**config.mk**
```make
export PLATFORM = sky130hd
export DESIGN_NAME = uart_regbank
export DESIGN_NICKNAME = d
export VERILOG_FILES = /design/src/rtl/uart_rb_pkg.sv /design/src/rtl/uart_rb_decode.sv /design/src/rtl/uart_rb_sticky.sv /design/src/rtl/uart_rb_mask.sv /design/src/rtl/uart_regbank.sv
export SDC_FILE = /design/constraint.sdc
export NUM_CORES = 1
export LEC_CHECK = 0
export ABC_AREA = 1
export BUFFER_PORTS_ARGS = -buffer_cell sky130_fd_sc_hd__buf_2
export CORE_UTILIZATION = 46
export CTS_CLUSTER_SIZE = 12
export DETAILED_ROUTE_END_ITERATION = 6
export GPL_ROUTABILITY_DRIVEN = 0
export PLACE_DENSITY_LB_ADDON = 0.25
export SLEW_MARGIN = 5
export SYNTH_ARGS = -nofsm -noshare
export SYNTH_HDL_FRONTEND = slang
export SYNTH_SLANG_ARGS = --single-unit
```
**constraint.sdc**
```tcl
create_clock -name clk -period 1 [get_ports clk]
set_input_delay 0.05 -clock clk [delete_from_list [all_inputs] [get_ports clk]]
set_output_delay 0.05 -clock clk [all_outputs]
set_load 0.005 [all_outputs]
```
**src/rtl/uart_rb_pkg.sv**
```systemverilog
package uart_rb_pkg;
   localparam int NREG     = 12;
   localparam int DATA_W   = 16;
   localparam int IX_DLL   = 0;
   localparam int IX_DLH   = 1;
   localparam int IX_GCTL  = 2;
   localparam int IX_LCR   = 3;
   localparam int IX_MCR   = 4;
   localparam int IX_LSR   = 5;
   localparam int IX_MSR   = 6;
   localparam int IX_SCR   = 7;
   localparam int IX_IESET = 8;
   localparam int IX_IECLR = 9;
   localparam int IX_THR   = 10;
   localparam int IX_RBR   = 11;
   localparam logic [7:0] LSR_W1C = 8'h9E;
   localparam logic [1:0] SIZE_HALF = 2'b01;
   localparam int BIT_TXEV = 1;

   function automatic bit is_plain(input int ix);
      return ix == IX_DLL || ix == IX_DLH || ix == IX_GCTL ||
             ix == IX_LCR || ix == IX_MCR || ix == IX_SCR;
   endfunction

   function automatic logic [DATA_W-1:0] plain_rst(input int ix);
      return (ix == IX_DLL) ? 16'h0001 : 16'h0000;
   endfunction
endpackage

```
**src/rtl/uart_rb_decode.sv**
```systemverilog
module uart_rb_decode
   import uart_rb_pkg::*;
#(
   parameter int ADDR_W = 6
)(
   input  logic              req_valid,
   input  logic [1:0]        req_size,
   input  logic [ADDR_W-1:0] req_addr,
   output logic [NREG-1:0]   hit,
   output logic              err_size,
   output logic              err_map
);
   localparam int IDX_W = ADDR_W - 2;
   logic [IDX_W-1:0] idx;
   logic             in_range;

   assign idx      = req_addr[ADDR_W-1:2];
   assign in_range = (req_addr[1:0] == 2'b00) && (int'(idx) < NREG);
   assign err_size = req_valid && (req_size != SIZE_HALF);
   assign err_map  = req_valid && !err_size && !in_range;

   for (genvar i = 0; i < NREG; i++) begin : g_hit
      assign hit[i] = req_valid && !err_size && in_range && (idx == IDX_W'(i));
   end
endmodule

```
**src/rtl/uart_rb_sticky.sv**
```systemverilog
module uart_rb_sticky #(
   parameter int          W    = 8,
   parameter logic [W-1:0] MASK = '1
)(
   input  logic         clk,
   input  logic         rst_n,
   input  logic [W-1:0] set_ev,
   input  logic         clr_en,
   input  logic [W-1:0] clr_bits,
   output logic [W-1:0] q
);
   for (genvar b = 0; b < W; b++) begin : g_bit
      if (MASK[b]) begin : g_keep
         logic r;
         always_ff @(posedge clk or negedge rst_n) begin
            if (!rst_n)
               r <= 1'b0;
            else if (set_ev[b])
               r <= 1'b1;
            else if (clr_en && clr_bits[b])
               r <= 1'b0;
         end
         assign q[b] = r;
      end else begin : g_none
         assign q[b] = 1'b0;
      end
   end
endmodule

```
**src/rtl/uart_rb_mask.sv**
```systemverilog
module uart_rb_mask #(
   parameter int W = 8
)(
   input  logic         clk,
   input  logic         rst_n,
   input  logic         set_en,
   input  logic         clr_en,
   input  logic [W-1:0] bits,
   output logic [W-1:0] q
);
   always_ff @(posedge clk or negedge rst_n) begin
      if (!rst_n)
         q <= '0;
      else if (set_en)
         q <= q | bits;
      else if (clr_en)
         q <= q & ~bits;
   end
endmodule

```
**src/rtl/uart_regbank.sv**
```systemverilog
module uart_regbank
   import uart_rb_pkg::*;
#(
   parameter int ADDR_W = 6,
   parameter int IER_W  = 8
)(
   input  logic              clk,
   input  logic              rst_n,
   input  logic              req_valid,
   input  logic              req_write,
   input  logic [1:0]        req_size,
   input  logic [ADDR_W-1:0] req_addr,
   input  logic [15:0]       req_wdata,
   output logic              rsp_valid,
   output logic [15:0]       rsp_rdata,
   output logic              rsp_err_size,
   output logic              rsp_err_map,
   input  logic              rx_ready,
   input  logic [7:0]        rx_data,
   output logic              rx_pop,
   input  logic              tx_hold_empty,
   input  logic              tx_idle,
   output logic              tx_load,
   output logic [7:0]        tx_data,
   output logic              tx_event,
   input  logic [4:0]        line_err_set,
   input  logic              cts_change,
   output logic [15:0]       div_low,
   output logic [15:0]       div_high,
   output logic [15:0]       gctl_q,
   output logic [15:0]       lcr_q,
   output logic [15:0]       mcr_q,
   output logic [IER_W-1:0]  ier_q
);
   if (ADDR_W < 6) begin : g_bad_addr
      $error("uart_regbank: ADDR_W must cover twelve word slots");
   end
   if (IER_W < 2 || IER_W > DATA_W) begin : g_bad_ier
      $error("uart_regbank: IER_W out of range");
   end

   logic [NREG-1:0] hit;
   logic            err_size, err_map;
   logic [NREG-1:0] wr_hit, rd_hit;
   logic [DATA_W-1:0] plain_q [NREG];
   logic [7:0]      lsr_st;
   logic [0:0]      msr_st;
   logic [7:0]      lsr_set;
   logic [7:0]      thr_q;
   logic [15:0]     rd_mux;

   uart_rb_decode #(.ADDR_W(ADDR_W)) u_dec (
      .req_valid(req_valid), .req_size(req_size), .req_addr(req_addr),
      .hit(hit), .err_size(err_size), .err_map(err_map));

   assign wr_hit = req_write ? hit : '0;
   assign rd_hit = req_write ? '0 : hit;

   for (genvar i = 0; i < NREG; i++) begin : g_reg
      if (is_plain(i)) begin : g_rw
         logic [DATA_W-1:0] r;
         always_ff @(posedge clk or negedge rst_n) begin
            if (!rst_n)
               r <= plain_rst(i);
            else if (wr_hit[i])
               r <= req_wdata;
         end
         assign plain_q[i] = r;
      end else begin : g_nrw
         assign plain_q[i] = '0;
      end
   end

   assign div_low  = plain_q[IX_DLL];
   assign div_high = plain_q[IX_DLH];
   assign gctl_q   = plain_q[IX_GCTL];
   assign lcr_q    = plain_q[IX_LCR];
   assign mcr_q    = plain_q[IX_MCR];

   assign lsr_set = {line_err_set[4], 2'b00, line_err_set[3:0], 1'b0};

   uart_rb_sticky #(.W(8), .MASK(LSR_W1C)) u_lsr (
      .clk(clk), .rst_n(rst_n), .set_ev(lsr_set), .clr_en(wr_hit[IX_LSR]),
      .clr_bits(req_wdata[7:0]), .q(lsr_st));

   uart_rb_sticky #(.W(1), .MASK(1'b1)) u_msr (
      .clk(clk), .rst_n(rst_n), .set_ev(cts_change), .clr_en(wr_hit[IX_MSR]),
      .clr_bits(req_wdata[0]), .q(msr_st));

   uart_rb_mask #(.W(IER_W)) u_ier (
      .clk(clk), .rst_n(rst_n), .set_en(wr_hit[IX_IESET]),
      .clr_en(wr_hit[IX_IECLR]), .bits(req_wdata[IER_W-1:0]), .q(ier_q));

   always_ff @(posedge clk or negedge rst_n) begin
      if (!rst_n)
         thr_q <= 8'h00;
      else if (wr_hit[IX_THR])
         thr_q <= req_wdata[7:0];
   end
   assign tx_data = thr_q;

   always_comb begin
      rd_mux = '0;
      for (int i = 0; i < NREG; i++) begin
         if (rd_hit[i]) begin
            if (is_plain(i))
               rd_mux = plain_q[i];
            else if (i == IX_LSR)
               rd_mux = {8'h00, lsr_st[7], tx_idle, tx_hold_empty,
                         lsr_st[4:1], rx_ready};
            else if (i == IX_MSR)
               rd_mux = {15'h0000, msr_st[0]};
            else if (i == IX_IESET || i == IX_IECLR)
               rd_mux = DATA_W'(ier_q);
            else if (i == IX_THR)
               rd_mux = {8'h00, thr_q};
            else if (i == IX_RBR)
               rd_mux = {8'h00, rx_data};
         end
      end
   end

   always_ff @(posedge clk or negedge rst_n) begin
      if (!rst_n) begin
         rsp_valid    <= 1'b0;
         rsp_rdata    <= '0;
         rsp_err_size <= 1'b0;
         rsp_err_map  <= 1'b0;
         rx_pop       <= 1'b0;
         tx_load      <= 1'b0;
         tx_event     <= 1'b0;
      end else begin
         rsp_valid    <= req_valid;
         rsp_rdata    <= rd_mux;
         rsp_err_size <= err_size;
         rsp_err_map  <= err_map;
         rx_pop       <= rd_hit[IX_RBR];
         tx_load      <= wr_hit[IX_THR];
         tx_event     <= wr_hit[IX_THR] && ier_q[BIT_TXEV];
      end
   end
endmodule

```
### Yosys cells after proc, flatten, opt, wreduce, memory -nomap -nowiden

Index checks and enable logic that the tools add are counted.

* input bits: 45
* bits in registers: 140
* output and inout port bits: 118
* logic and storage cells: 100

* bitwise logic cells: 3
* $lt $le $gt $ge: 1
* equal/unequal tests: 12
* reduce and logical (&&, ||, !) cells: 35
* muxes and demuxes: 28

Operator list (number)
* two-way mux 16 bit: 12
* logical AND 1 bit: 24
* equality test 4 x 3 -> 1 bit (second input constant): 4
* equality test 4 bit (second input constant): 4
* two-way mux 8 bit: 2
* nonzero test 2 bit: 7
* two-way mux 1 bit: 12
* two-way mux 12 bit: 1
* two-way mux 11 bit: 1
* bitwise AND 8 bit: 1
* equality test 4 x 2 -> 1 bit (second input constant): 2
* NOT 8 bit: 1
* bitwise OR 8 bit: 1
* equality test 4 x 1 -> 1 bit (second input constant): 1
* logical NOT 4 bit: 1
* < comparator 4 bit (second input constant): 1
* logical NOT 1 bit: 2
* logical NOT 2 bit: 1
* inequality test 2 x 1 -> 1 bit (second input constant): 1

### Logic depth before layout (Yosys ltp)

* depth after elaboration: 19
* depth in mapped cells: 14
* depth with buffers taken out: 14

### By module

Synthesis repeated with hierarchy kept, for this count alone.

* cell total of the unflattened synthesis: 877
* area total of the unflattened synthesis: 6642.6 um^2

By module, submodules not included
* uart_regbank: seq. area each 3154.3 um^2, area an instance 5810.6 um^2, cells each 748, instances 1
* uart_rb_mask: seq. area each 200.2 um^2, area an instance 330.3 um^2, cells each 42, instances 1
* uart_rb_sticky at u_lsr: seq. area each 125.1 um^2, area an instance 264.0 um^2, cells each 34, instances 1
* uart_rb_decode: seq. area each 0.0 um^2, area an instance 197.7 um^2, cells each 48, instances 1
* uart_rb_sticky at u_msr: seq. area each 25.0 um^2, area an instance 40.0 um^2, cells each 5, instances 1

### Worst setup path after synthesis

OpenSTA, ideal clock, no wires.

* path kind: input port to flip-flop
* start: input req_addr[1]
* end: register (tool-made name)
* setup slack: -316 ps
* stages on the path: 9
* required time: 873 ps
* data arrival time: 1188 ps
* path buffers: 0
* setup time: 127 ps
* path through: nor2_2 > nand2_2 > nor2_8 > inv_4 > nor2_4 > nand2_2 > nor2_4 > nand2_1 > mux2_1

RTL lines
* start, declared: line uart_regbank.sv:12 `input logic [ADDR_W-1:0] req_addr,`

### Worst setup path in the final report

* start: input req_addr[4]
* end: register rsp_rdata[7]

* longest elaborated chain between the ends: 17
* elaborated cells on any way between the ends: 40
* those cells by class: order compare (1); eq/ne (11); mux (13); reduce/logical (15)

RTL lines
* < comparator 4 bit: line uart_rb_decode.sv:18 `assign in_range = (req_addr[1:0] == 2'b00) && (int'(idx) < NREG);`
* logical AND 1 bit: line uart_rb_decode.sv:18
* logical AND 1 bit (2 in a row): line uart_rb_decode.sv:23 `assign hit[i] = req_valid && !err_size && in_range && (idx == IDX_W'(i));`
* two-way mux 12 bit *: line uart_regbank.sv:57 `assign rd_hit = req_write ? '0 : hit;`
* two-way mux 16 bit (11 in a row): line uart_regbank.sv:105 `if (rd_hit[i]) begin`
* two-way mux 16 bit *: line uart_regbank.sv:105
* net rd_mux[7]: line uart_regbank.sv:50 `logic [15:0] rd_mux;`
* end signal, assigned: line uart_regbank.sv:134 `rsp_rdata <= rd_mux;`
* end, declared: line uart_regbank.sv:15 `output logic [15:0] rsp_rdata,`

The timed path passes the listed nets; every way through them passes the cells marked *.
A chain may end at the register's enable or synchronous reset.

==> key figures <==
Die
  – Die Wd: 118.2 um
  – FP Rows: 42
  – I/O pin count: 163
  – Initial core utilization: 0.4710
  – Die height: 118.2 um
  – Total core area: 13190 sq um
  – Die area: 13970 sq um

Timing
  – Unrepaired setup endpoints after global routing: true
  – Final worst slack: -0.3174 ns
  – Post-layout minimum cycle time: 1.317 ns
  – Setup TNS: -14.58 ns
  – Worst relative slew slack: 0.7150
  – Final setup violation count: 151
  – Ratio of final minimum period to clock period: 1.317
  – Clock Skew: 0.01050 ns
  – FMAX: 759.0 MHz
  – Final hold slack: -0.006888 ns
  – Pins Over Slew Limit: 0
  – Fin. Hold Viols: 3
  – Slew @ Worst Pin: 0.4271 ns

Synth
  – Yosys warns: 0
  – #FFs+latches synth: 140
  – Top cell type's share of synthesized area: 0.5599
  – Post-synthesis compound-gate area fraction: 0.1263
  – Simple-Gate Fraction of Synth Area: 0.2383
  – Top cell type by total area after synthesis: dfrtp_1
  – Netlist cell types: 36
  – Sequential element share of the synthesized area: 0.5641
  – Synth Area in Adders: 0
  – Synth Instances: 721
  – Largest cells by area after synthesis: dfrtp_1, nand2_1, o21ai_0
  – Avg Cell Area, Syn: 8.616 sq um
  – Mux contribution to synthesized area: 0.01088
  – Largest family of logic cells by synthesized area: simple AND/OR/NAND/NOR gates
  – Mapped cell area: 6212 sq um
  – Syn Nets: 766
  – XOR/XNOR Fraction of Synth Area: 0

Finish
  – Share of layout cells above drive strength 1: 0.4323
  – Area Growth Syn to Fin: 71.74%
  – Antenna diodes: 0
  – Register area: 3505 sq um
  – FILL cells: 727
  – Final cell utilization of the core: 0.8089
  – Area of the multi-input gates: 2665 sq um
  – Final-stage net count: 1140

Power and ir drop
  – Leakage: 5.581 nW
  – PnR Total Power: 12.99 mW
  – Max VDD drop: 0.9883 mV
  – Pwr dens: 1218 nW/um^2

Hold path
  – HP Class: input port to register
  – Hold Path Stages: 3

CTS
  – CTS HTree Levels: 4
  – Clk Latency, worst-skew pair: 0.43 ns
  – # clock sinks: 140
  – Reg clk slew, reported paths: 0.06 ns
  – Clock tree from TritonCTS: yes
  – CTS Buf Count: 17
  – CTS root buf: clkbuf_16
  – CTS Buffer Depth: 2

Worst setup path
  – Crit-path max FO: 7
  – Arrival @ worst endpoint: 1.63 ns
  – Worst R2R Path Depth: 10
  – Crit path buf inv count: 5
  – CP Class: input port to register
  – Crit. End Element: register
  – Delay-heaviest family, CP: simple AND/OR/NAND/NOR gates
  – Critical path depth: 12
  – Largest stage delay on the critical path: 0.21 ns
  – Crit path cell chain: buf_6 -> buf_4 -> nor2_1 -> inv_1 -> nor2_4 -> buf_6 -> nand2_8 -> nor2_4 -> inv_4 -> or2_0 -> nand2_1 -> nand2_1
  – Critical path's slowest cell: nor2_1
  – CP startpoint kind: input port
  – CP required: 1.31 ns

GRT
  – All-Layer GR Usage: 0.3150
  – Global-route wire length before repair: 33380 um
  – Vias in the first global route: 6695
  – Initial antenna violation count: 0
  – Pin count of the biggest net entering global routing: 46
  – Total gr overflow: 0

Run
  – Max-cap violations: 0

Route
  – Routed Antenna Nets: 0
  – DRC errors left: 0
  – Drt initial violations: 696
  – Vias: 6943
  – Vias/cell: 5.407
  – Routed WL per cell: 18.52 um
  – Drt first pass iters: 5
  – Routed wire length: 23790 um

Place
  – Dpl ws: -0.6142 ns
  – Dpl hpwl: 13390 um
  – I/O Buffers: 162

Status
  – Failing checks: negative hold slack, negative setup slack
  – Status: finished with violations
==> timing repair <==
item	CTS	global route
pin swaps	29	36
hold buffers	31	0
resized for setup	161	82
gates cloned	0	6
endpoints found under the setup margin	124	207
setup buffers	53	21
hold endpoints to repair	180	0
==> path summary, 6_finish.rpt <==
kind                               startpoint            to  slack, ns
max                               req_addr[4]  rsp_rdata[7]      -0.32
min                              req_wdata[9]    div_low[9]     -0.007
min in group asynchronous               rst_n     rsp_valid       0.04
max in group asynchronous               rst_n      mcr_q[8]       0.46
max reg2reg                          mcr_q[4]  rsp_rdata[4]      -0.27
min reg2reg                g_reg[7].g_rw.r[8]  rsp_rdata[8]       0.48
==> per-layer routing <==
layer / share of wire / track usage / vias up
met2: 0.50 / 0.5540 / 445
met5: 0 / 0 / -
met1: 0.37 / 0.3577 / 3292
met3: 0.081 / 0.07095 / 111
li1: - / - / 3095
met4: 0.052 / 0.1619 / 0
==> flip-flops by register name, summed over array words and instances (netlist names), 5 cells and up, named ones only <==
signal	cells
rsp_rdata	16
lcr_q	16
tx_data	8
mcr_q	16
g.g_rw.r	16
div_high	16
gctl_q	16
u_lsr.g_bit.g_keep.r	5
div_low	16
==> power breakdown <==
part	switching [mW]	leakage (nW)	internal [mW]
clock	2.42	0.265	3.53
sequential	0.0759	1.90	5.77
combinational	0.605	3.42	0.592
total	3.10	5.58	9.89
==> through the flow <==
step           instances  area, sq um
6_report            1284        10670
5_1_grt             1284        10670
4_1_cts             1261        10160
3_5_place_dp        1145         8127
3_3_place_gp        1145         8127
2_1_floorplan        721         6272
==> synthesized netlist by cell type <==
library cell  number
nor2_1            26
nand3b_1           1
o21ai_0          103
buf_6              1
inv_4              1
mux2_1             6
dfrtp_1          139
dfstp_2            1
nand4_1           18
nor2_8             1
clkbuf_1          19
inv_2              9
buf_2              4
buf_4              3
o211ai_1           1
nand2_4            1
nand3_1           16
nand3_2            3
nand3_4            1
nor2_2             4
nand2_1          246
or2_2              2
nor3_2             1
o21bai_1           5
nor3_4             1
a21oi_1           17
nand2_2            4
nor4_4             1
o21ai_1            9
a22oi_1            8
nor2_4             4
o22ai_1            3
o31ai_1            1
or2_0              4
inv_1             56
a21boi_0           1
==> tightest hold or removal path: cells and delay by family <==
kind                   cells  cell delay, ns
AO/OA/AOI/OAI              1            0.15
buffers and inverters      2            0.18
==> layout make-up <==
cell class                 count  area share
sequential                   140      0.3285
timing repair buffer         382      0.3238
multi-input combinational    488      0.2498
clock buffer                  21     0.04316
inverter                      66     0.02533
tap                          176     0.02064
clock inverter                11    0.008796
==> cell usage in the layout (no fill, tap or decap), types with 2 or more instances in the layout <==
cell             n
clkinv_2         5
a22oi_1          3
or2_0            4
a22oi_2          5
buf_4          102
inv_4            5
clkbuf_8         2
clkbuf_16       22
buf_6          129
nand2_4          6
or2_2            2
nand3_2          6
nor2_4          11
dfrtp_1        139
nand3_4          4
nand2_8          3
nor3_4           2
o21ai_2          6
o21ai_0         78
o21bai_1         5
dlygate4sd3_1   31
nand2_2         17
clkinvlp_4       4
inv_2            8
inv_1           51
o22ai_2          2
buf_12          15
a21oi_1         13
nor2_1          17
inv_6            3
clkbuf_1         2
nand4_1         18
a21oi_2          4
buf_2          100
o21ai_1         28
nand2_1        225
mux2_4           6
nand3_1         10
nor2_2           6
==> kinds of logic after synthesis <==
logic type,Yosys count
AND/OR/NAND/NOR,334
AO/OA/AOI/OAI,148
flip-flops,140
buffers and inverters,93
multiplexers,6
(Power assumes the default switching activity.)
